## config.mk

```make
export PLATFORM = sky130hd
export DESIGN_NAME = spi_sclk_gen
export DESIGN_NICKNAME = d
export VERILOG_FILES = /design/src/rtl/spi_clkdiv_pkg.sv /design/src/rtl/sclk_cfg_decode.sv /design/src/rtl/sclk_half_timer.sv /design/src/rtl/sclk_edge_out.sv /design/src/rtl/spi_sclk_gen.sv
export SDC_FILE = /design/constraint.sdc
export NUM_CORES = 1
export LEC_CHECK = 0
export CAP_MARGIN = 15
export CORE_ASPECT_RATIO = 1.5
export CORE_MARGIN = 8
export CORE_UTILIZATION = 55
export CTS_CLUSTER_DIAMETER = 50
export DETAILED_ROUTE_END_ITERATION = 12
export HOLD_SLACK_MARGIN = 0.08
export PLACE_DENSITY = 0.84
export SYNTH_ARGS = -nofsm -noshare
export SYNTH_HDL_FRONTEND = slang
export SYNTH_HIERARCHICAL = 1
export SYNTH_SLANG_ARGS = --single-unit
export TNS_END_PERCENT = 1
```

## constraint.sdc

```tcl
create_clock -name clk -period 3.8 [get_ports clk]
set_clock_uncertainty 0.05 [all_clocks]
set_input_delay 0.38 -clock clk [delete_from_list [all_inputs] [get_ports clk]]
set_output_delay 0.38 -clock clk [all_outputs]
set_load 0.02 [all_outputs]
```

## src/rtl/spi_clkdiv_pkg.sv

```systemverilog
package spi_clkdiv_pkg;

  // Value of the mode-select bit in the control word.
  typedef enum logic {
    DIV_POW2   = 1'b0,
    DIV_LINEAR = 1'b1
  } div_mode_e;

  // Width of a half-period counter that covers both modes.
  function automatic int half_cnt_width(input int lin_w, input int exp_w);
    int exp_need;
    exp_need = (1 << exp_w);
    return ((lin_w + 1) > exp_need) ? (lin_w + 1) : exp_need;
  endfunction

endpackage

```

## src/rtl/sclk_cfg_decode.sv

```systemverilog
module sclk_cfg_decode
  import spi_clkdiv_pkg::*;
#(
  parameter int LIN_W = 8,
  parameter int EXP_W = 4,
  parameter int CNT_W = 16,
  parameter int CFG_W = LIN_W + EXP_W + 1
) (
  input  logic [CFG_W-1:0] cfg,
  output logic [CNT_W-1:0] half_len
);

  localparam int SEL_POS = LIN_W + EXP_W;

  div_mode_e             mode;
  logic [LIN_W-1:0]      lin_n;
  logic [EXP_W-1:0]      exp_m;
  logic [CNT_W-1:0]      len_lin;
  logic [CNT_W-1:0]      len_pow;

  always_comb begin
    mode     = div_mode_e'(cfg[SEL_POS]);
    lin_n    = cfg[LIN_W-1:0];
    exp_m    = cfg[LIN_W +: EXP_W];
    len_lin  = CNT_W'(lin_n) + CNT_W'(1);
    len_pow  = CNT_W'(1) << exp_m;
    half_len = (mode == DIV_LINEAR) ? len_lin : len_pow;
  end

  // a decoded half period is never empty in either mode
  always_comb begin
    a_r3_half_nonzero: assert (half_len != '0);
  end

endmodule

```

## src/rtl/sclk_half_timer.sv

```systemverilog
module sclk_half_timer #(
  parameter int CNT_W = 16
) (
  input  logic             clk,
  input  logic             rst_n,
  input  logic             run,
  input  logic [CNT_W-1:0] half_new,
  output logic             tick
);

  logic [CNT_W-1:0] cnt_q;
  logic [CNT_W-1:0] half_q;
  logic             at_end;

  assign at_end = (cnt_q == half_q - CNT_W'(1));
  assign tick   = run && at_end;

  always_ff @(posedge clk) begin
    if (!rst_n) begin
      cnt_q  <= '0;
      half_q <= CNT_W'(1);
    end else if (!run) begin
      cnt_q  <= '0;
      half_q <= half_new;
    end else if (at_end) begin
      cnt_q  <= '0;
      half_q <= half_new;
    end else begin
      cnt_q  <= cnt_q + CNT_W'(1);
    end
  end

  // counter stays below the loaded half length
  a_r10_cnt_bound: assert property (@(posedge clk) disable iff (!rst_n)
    cnt_q < half_q);

  // loaded length only changes at a boundary or while idle
  a_r7_reload_at_boundary: assert property (@(posedge clk) disable iff (!rst_n)
    ($past(run) && !$past(tick)) |-> $stable(half_q));

endmodule

```

## src/rtl/sclk_edge_out.sv

```systemverilog
module sclk_edge_out (
  input  logic clk,
  input  logic rst_n,
  input  logic run,
  input  logic cpol,
  input  logic tick,
  output logic sclk,
  output logic rise_stb,
  output logic fall_stb
);

  logic sclk_q, rise_q, fall_q;

  always_ff @(posedge clk) begin
    if (!rst_n) begin
      sclk_q <= 1'b0;
      rise_q <= 1'b0;
      fall_q <= 1'b0;
    end else if (!run) begin
      sclk_q <= cpol;
      rise_q <= 1'b0;
      fall_q <= 1'b0;
    end else if (tick) begin
      sclk_q <= ~sclk_q;
      rise_q <= ~sclk_q;
      fall_q <= sclk_q;
    end else begin
      rise_q <= 1'b0;
      fall_q <= 1'b0;
    end
  end

  assign sclk     = sclk_q;
  assign rise_stb = rise_q;
  assign fall_stb = fall_q;

  // idle returns the clock to its rest level with no strobes
  a_r9_idle_quiet: assert property (@(posedge clk) disable iff (!rst_n)
    !run |=> (sclk == $past(cpol)) && !rise_stb && !fall_stb);

  // while clocking, every change of sclk carries a strobe and vice versa
  a_r5_change_has_strobe: assert property (@(posedge clk) disable iff (!rst_n)
    $past(run) |-> ((sclk != $past(sclk)) == (rise_stb || fall_stb)));

endmodule

```

## src/rtl/spi_sclk_gen.sv

```systemverilog
module spi_sclk_gen
  import spi_clkdiv_pkg::*;
#(
  parameter int LIN_W = 8,
  parameter int EXP_W = 4
) (
  input  logic                     clk,
  input  logic                     rst_n,
  input  logic [LIN_W+EXP_W:0]     clk_cfg,
  input  logic                     cpol,
  input  logic                     run,
  output logic                     sclk,
  output logic                     sclk_rise,
  output logic                     sclk_fall
);

  localparam int CFG_W = LIN_W + EXP_W + 1;
  localparam int CNT_W = half_cnt_width(LIN_W, EXP_W);

  logic [CNT_W-1:0] half_new;
  logic             tick;

  sclk_cfg_decode #(
    .LIN_W (LIN_W),
    .EXP_W (EXP_W),
    .CNT_W (CNT_W),
    .CFG_W (CFG_W)
  ) u_decode (
    .cfg      (clk_cfg),
    .half_len (half_new)
  );

  sclk_half_timer #(
    .CNT_W (CNT_W)
  ) u_timer (
    .clk      (clk),
    .rst_n    (rst_n),
    .run      (run),
    .half_new (half_new),
    .tick     (tick)
  );

  sclk_edge_out u_edge (
    .clk      (clk),
    .rst_n    (rst_n),
    .run      (run),
    .cpol     (cpol),
    .tick     (tick),
    .sclk     (sclk),
    .rise_stb (sclk_rise),
    .fall_stb (sclk_fall)
  );

  // the two strobes never coincide
  a_r5_strobe_exclusive: assert property (@(posedge clk) disable iff (!rst_n)
    !(sclk_rise && sclk_fall));

endmodule

```

==> results.toml, run 1 <==
[clocking]
numClockSinks = 35
post_cts_hold_buffer_count = 0
clock_tree.htree_level_count = 2
worstSkewPairLatency_ns = 0.29
cts-root-to-sink-buffers = 2
cts_tree = "built"
path_clk_slew_ns = 0.07
number_of_post_cts_setup_repair_buffers = 0
root_buffer = "sky130_fd_sc_hd__clkbuf_8"
cts_repair_resize_count = 0
tritoncts.num_buffers = 5

[detailed_routing]
finalWirelength_um = 6750
dr.first_iter.drc_count = 157
detail_route.vias_per_cell = 6.27
routed-via-count = 2634
wl_per_cell_um = 16.1
drc = 0
detail-route-antenna-nets = 0
drt_first_pass_iters = 4

[logic_synthesis]
synthAdderAreaFrac_pct = 1.31
postSynth.asyncResetShare_pct = 0
synthFlopType = "sky130_fd_sc_hd__dfxtp_1"
synth_edf_count = 0
post-synth-top-count-cell = "sky130_fd_sc_hd__dfxtp_1"
ys_seq_elements = 35
synthCells = 349
combinational_family_with_the_most_area_after_synthesis = "simple AND/OR/NAND/NOR gates"
synthDominantCellAreaShare_pct = 24.5
mappedNetlistArea_um2 = 2860
synth.area.mux_share_pct = 0.743
synth_xor_xnor_area_share_pct = 10.1
ys_top_cells_by_count = "sky130_fd_sc_hd__dfxtp_1 (35), sky130_fd_sc_hd__nand2_1 (30), sky130_fd_sc_hd__nand3_1 (30)"
area_contributors_post_synth = "sky130_fd_sc_hd__dfxtp_1 (24%), sky130_fd_sc_hd__o221ai_2 (6.8%), sky130_fd_sc_hd__nor3_2 (5.6%)"
yosysWarnings = 6
netlist-cell-type-count = 63
synthesis.nets = 369
synth-simple-area-share_pct = 35.6
synthesis.area_per_instance_um2 = 8.20
ys_seq_area_share_pct = 24.5
area_fraction_in_compound_gates_after_synthesis_pct = 20.0
synth_largest_area_cell = "sky130_fd_sc_hd__dfxtp_1"

[power_and_ir_drop]
power-per-cell-area_nw_per_um2 = 338
ir_drop_mv = 0.162
fin_total_pwr_uw = 1050
power.static_leakage_uw = 0.00101

[timing]
rsz0062_at_grt = "false"
final_hold_viol_count = 0
max-slew-margin-rel_pct = 42.5
setup_viol = 0
tightestPinTransition_ns = 0.861
totalNegativeSetupSlack_ns = 0
report.final.slew_viol_count = 0
min_period_over_period_pct = 78.8
fin_crit_ns = 2.99
fmax_mhz = 334

[global_route]
grt_max_degree = 38
grt_pass1_wl_um = 11900
grt-ovfl-total = 0
global_route.usage.total_pct = 18.4
initial_antenna_violation_count = 0
first_global_vias = 2623

[worst_setup_path]
cp.arrival_ns = 3.10
critPathMaxStageDelay_ns = 0.61
endpoint_class_of_the_critical_path = "register"
critical_path.most_common_cell = "sky130_fd_sc_hd__buf_4"
timing_worst_setup_path_type = "register to register"
critical-path-slowest-cell = "sky130_fd_sc_hd__or4_4"
timing.critical_path.cells = "or4_4, nor3_2, xnor2_1, and4_1, buf_4, and4_4, buf_4, o221ai_1"
largest_fanout_on_the_critical_path = 18
cp-start-kind = "register"
endpoint_required_time_on_the_critical_path_ns = 3.90

[cells_and_area]
drive_gt1_share_pct = 16.5
area_delta_synth_final_pct = 8.22
filler_cell_count = 484
design.final.nets = 372
antenna_cells = 0
final_area_um2 = 3100

[floorplan]
fp-row-count = 32
io_pins = 20
fp.coreArea_um2 = 5080
floorplan.die_area_um2 = 7810
die_height_um = 104
fp.dieW_um = 74.9
initial_utilization_pct = 56.3

[run]
cap_violations = 0

[worst_hold_path]
hold_class = "register to register"

[placed_design]
dpl.hpwl_um = 5130
postPlaceCellArea_um2 = 3010
finalWeightedCongestion = 0.919
numPortBuffers = 19

[run_status]
outcome = "finished, final reports clean"
## metal layers
metal | vias to the layer above | wire length, um | track usage (%)
li1 | 1299 | - | -
met1 | 1234 | 2590 | 19.3
met2 | 76 | 3700 | 32.9
met3 | 25 | 209 | 2.90
met4 | 0 | 248 | 9.72
met5 | - | 0 | 0
## metrics by stage
stage	hold WS [ns]	util, %	worst slack [ns]	std cells
after floorplan	0.419	-	1.11	349
after global placement	0.400	59.2	0.899	413
after detailed placement	0.406	59.2	0.846	413
after CTS	0.423	60.9	0.820	420
after global routing	0.445	60.9	0.641	420
final	0.418	60.9	0.806	420
## cell type report
type	instances	area, um^2	area share [%]
Multi-Input combinational cell	274	1940	62.6
Clock inverter	1	5.00	0.162
Sequential cell	35	701	22.6
Timing Repair Buffer	27	250	8.08
Tap cell	68	85.1	2.75
Inverter	9	33.8	1.09
Clock buffer	6	82.6	2.67
## sequential cells by signal (all words and copies together) (netlist names)
signal and count:
u_edge/sclk 1, u_edge/fall_stb 1, u_timer/cnt_q 16, u_edge/rise_stb 1
u_timer/half_q 16
## worst max-delay path: cells and delay by family, from the launching register on
family	cells	cell delay (ns)
flip-flops	1	0.41
AO/OA/AOI/OAI	1	0.16
AND/OR/NAND/NOR	4	1.49
XOR/XNOR	1	0.20
buffers and inverters	2	0.55
## power by group
group	total [uW]	internal [uW]	switching, uW
Sequential	406	381	25.0
Clock	272	142	130
Combinational	368	139	229
## worst paths after layout
path,from,to,slack [ns],cells after the start
min,u_edge/sclk$_SDFFE_PN0P_,u_edge/rise_stb$_SDFF_PN0_,0.42,1
max reg2reg,u_timer/half_q[3]$_SDFFE_PN0P_,u_timer/half_q[9]$_SDFFE_PN0P_,0.81,8
min reg2reg,u_edge/sclk$_SDFFE_PN0P_,u_edge/rise_stb$_SDFF_PN0_,0.42,1
max,u_timer/half_q[3]$_SDFFE_PN0P_,u_timer/half_q[9]$_SDFFE_PN0P_,0.81,8
## logic make-up after synthesis
kind of cell             count (synthesis)
AO/OA/AOI/OAI                           66
XOR/XNOR                                33
adder cells (fa/ha/maj)                  3
buffers and inverters                   40
flip-flops                              35
multiplexers                             2
AND/OR/NAND/NOR                        170
## layout by cell type (no fill, tap or decap), types with 3 or more instances in the layout
master and count:
sky130_fd_sc_hd__nand2b_1 10, sky130_fd_sc_hd__buf_4 8, sky130_fd_sc_hd__a21oi_1 17, sky130_fd_sc_hd__ha_1 3, sky130_fd_sc_hd__and4_1 3, sky130_fd_sc_hd__o21ai_0 5, sky130_fd_sc_hd__nand2_1 30, sky130_fd_sc_hd__xnor2_1 17
sky130_fd_sc_hd__nor3b_1 3, sky130_fd_sc_hd__nand3_1 30, sky130_fd_sc_hd__dfxtp_1 35, sky130_fd_sc_hd__clkdlybuf4s50_1 19, sky130_fd_sc_hd__o221ai_2 13, sky130_fd_sc_hd__inv_1 8, sky130_fd_sc_hd__nand4_1 25, sky130_fd_sc_hd__nor2_1 22
sky130_fd_sc_hd__nor3_2 16, sky130_fd_sc_hd__nand3b_1 4, sky130_fd_sc_hd__or4_1 5, sky130_fd_sc_hd__o211ai_1 5, sky130_fd_sc_hd__nor3_1 5, sky130_fd_sc_hd__clkbuf_8 6, sky130_fd_sc_hd__xor2_1 16
Note: power is estimated with default switching activity, not from simulation.
==> inputs of run 2 (changes only) <==
==> constraint.sdc (replaced) <==
create_clock -name clk -period 2.95 [get_ports clk]
set_clock_uncertainty 0.05 [all_clocks]
set_input_delay 0.295 -clock clk [delete_from_list [all_inputs] [get_ports clk]]
set_output_delay 0.295 -clock clk [all_outputs]
set_load 0.02 [all_outputs]
==> run 2 against run 1 <==
Compared with the run above: clock power up 28%; non-clock buffer count is 6 higher; sequential power rose by 29%; routed wire length increased by 4.3%; core utilization up 0.84 points; cell area grew 1.4%; power is 31% higher; via count up 2.7%; register-to-register slack got worse by 0.47 ns; critical path type unchanged; critical endpoint is now u_edge/sclk$_SDFFE_PN0P_.
==> results.toml, run 2 (same netlist as run 1, synthesis figures left out) <==
[worst_setup_path]
endpoint_required_time_on_the_critical_path_ns = 3.06
endpoint_class_of_the_critical_path = "register"
cp-start-kind = "register"
cp_top_family = "simple AND/OR/NAND/NOR gates"
timing_worst_setup_path_type = "register to register"
worst-path-buf-inv = 0
largest_fanout_on_the_critical_path = 10
timing.critical_path.cells = "or4_4, nor4_4, mux2i_1, o22a_2, and4_4, and2_1, xnor2_1, a21oi_1"
critical-path-slowest-cell = "sky130_fd_sc_hd__or4_4"
cp.arrival_ns = 2.72
critPathMaxStageDelay_ns = 0.60

[clocking]
cts_tree = "built"
number_of_post_cts_setup_repair_buffers = 0
clock_tree.htree_level_count = 2
cts-root-to-sink-buffers = 2
path_clk_slew_ns = 0.07
worstSkewPairLatency_ns = 0.29
cts_repair_resize_count = 0
root_buffer = "sky130_fd_sc_hd__clkbuf_8"
post_cts_hold_buffer_count = 0
tritoncts.num_buffers = 5
numClockSinks = 35

[cells_and_area]
mostFrequentLayoutCells = "sky130_fd_sc_hd__dfxtp_1 (35), sky130_fd_sc_hd__nand3_1 (30), sky130_fd_sc_hd__nand2_1 (30)"
final_area_um2 = 3140
mostFrequentLayoutCell = "sky130_fd_sc_hd__dfxtp_1"
area_delta_synth_final_pct = 9.71
design.final.nets = 378
antenna_cells = 0
largest_registers = "u_timer/cnt_q x16, u_timer/half_q x16"
drive_gt1_share_pct = 17.8

[global_route]
global_route.usage.total_pct = 19.1
first_global_vias = 2792
grt_max_degree = 35
grt-ovfl-total = 0
initial_antenna_violation_count = 0
grt_pass1_wl_um = 12200

[floorplan]
die_height_um = 104
fp.coreArea_um2 = 5080
io_pins = 20
fp.dieW_um = 74.9
fp-row-count = 32
floorplan.die_area_um2 = 7810
initial_utilization_pct = 56.3

[detailed_routing]
detail_route.vias_per_cell = 6.33
routed-via-count = 2704
drc = 0
detail-route-antenna-nets = 0
dr.first_iter.drc_count = 150
drt_first_pass_iters = 4
wl_per_cell_um = 16.5
finalWirelength_um = 7040

[timing]
report.final.slew_viol_count = 0
tightestPinTransition_ns = 0.713
fin_crit_ns = 2.62
rsz0062_at_grt = "false"
fmax_mhz = 382
setup_viol = 0
max-slew-margin-rel_pct = 52.4
final.hold.worst_slack_ns = 0.433
totalNegativeSetupSlack_ns = 0
final_hold_viol_count = 0
min_period_over_period_pct = 88.8

[placed_design]
finalWeightedCongestion = 0.891
postPlaceCellArea_um2 = 3050
dpl.hpwl_um = 5330
numPortBuffers = 19

[run_status]
outcome = "finished, final reports clean"

[power_and_ir_drop]
power-per-cell-area_nw_per_um2 = 435
fin_total_pwr_uw = 1370
ir_drop_mv = 0.255
power.static_leakage_uw = 0.00103

[run]
cap_violations = 0

[worst_hold_path]
hold_class = "register to register"
-- run 2: cell types whose count changed in the layout (fill, tap and decap cells not counted) --
cell                         previous run  this run
sky130_fd_sc_hd__buf_4                  8        14
sky130_fd_sc_hd__clkbuf_1               0         1
sky130_fd_sc_hd__clkbuf_8               6         5
sky130_fd_sc_hd__clkinvlp_4             0         1
-- run 2: area by class of cell --
class	instances	area, um^2
fill	450	1950
multi-input combinational	274	1940
sequential	35	701
timing repair buffer	33	295
tap	68	85.1
clock buffer	6	72.6
inverter	9	33.8
clock inverter	2	12.5
-- run 2: power breakdown --
part / switching [uW] / internal (uW)
sequential: 33.7 / 490
combinational: 300 / 194
clock: 183 / 165
-- run 2: worst paths after layout --
check	startpoint	cells after the start	slack [ns]	end
worst min register to register	u_edge/sclk$_SDFFE_PN0P_	1	0.43	u_edge/rise_stb$_SDFF_PN0_
worst min-delay path	u_edge/sclk$_SDFFE_PN0P_	1	0.43	u_edge/rise_stb$_SDFF_PN0_
worst max-delay path	u_timer/half_q[3]$_SDFFE_PN0P_	8	0.33	u_edge/sclk$_SDFFE_PN0P_
worst max register to register	u_timer/half_q[3]$_SDFFE_PN0P_	8	0.33	u_edge/sclk$_SDFFE_PN0P_
-- run 2: per-stage QoR --
step	util [%]	std cells	setup WS, ns
after global placement	60.1	419	0.479
after floorplan	-	349	0.257
after detailed placement	60.1	419	0.432
after global routing	61.7	427	0.269
final	61.7	427	0.332
after CTS	61.7	427	0.387
-- run 2: routing by layer --
| metal | vias up | part of all wire [%] | track usage (%) |
|---|---|---|---|
| met3 | 35 | 2.6 | 2.80 |
| met4 | 0 | 4.5 | 13.0 |
| li1 | 1319 | - | - |
| met5 | - | 0 | 0 |
| met2 | 69 | 54 | 34.9 |
| met1 | 1281 | 39 | 18.1 |
==> inputs of run 3 (changes only) <==
--- a/config.mk
+++ b/config.mk
@@ -5,7 +5,6 @@
 export SDC_FILE = /design/constraint.sdc
 export NUM_CORES = 1
 export LEC_CHECK = 0
-export CAP_MARGIN = 15
 export CORE_ASPECT_RATIO = 1.5
 export CORE_MARGIN = 8
 export CORE_UTILIZATION = 55
==> results of run 3 <==
Same layout as run 2: the final DEF is identical, and so are final timing and power.
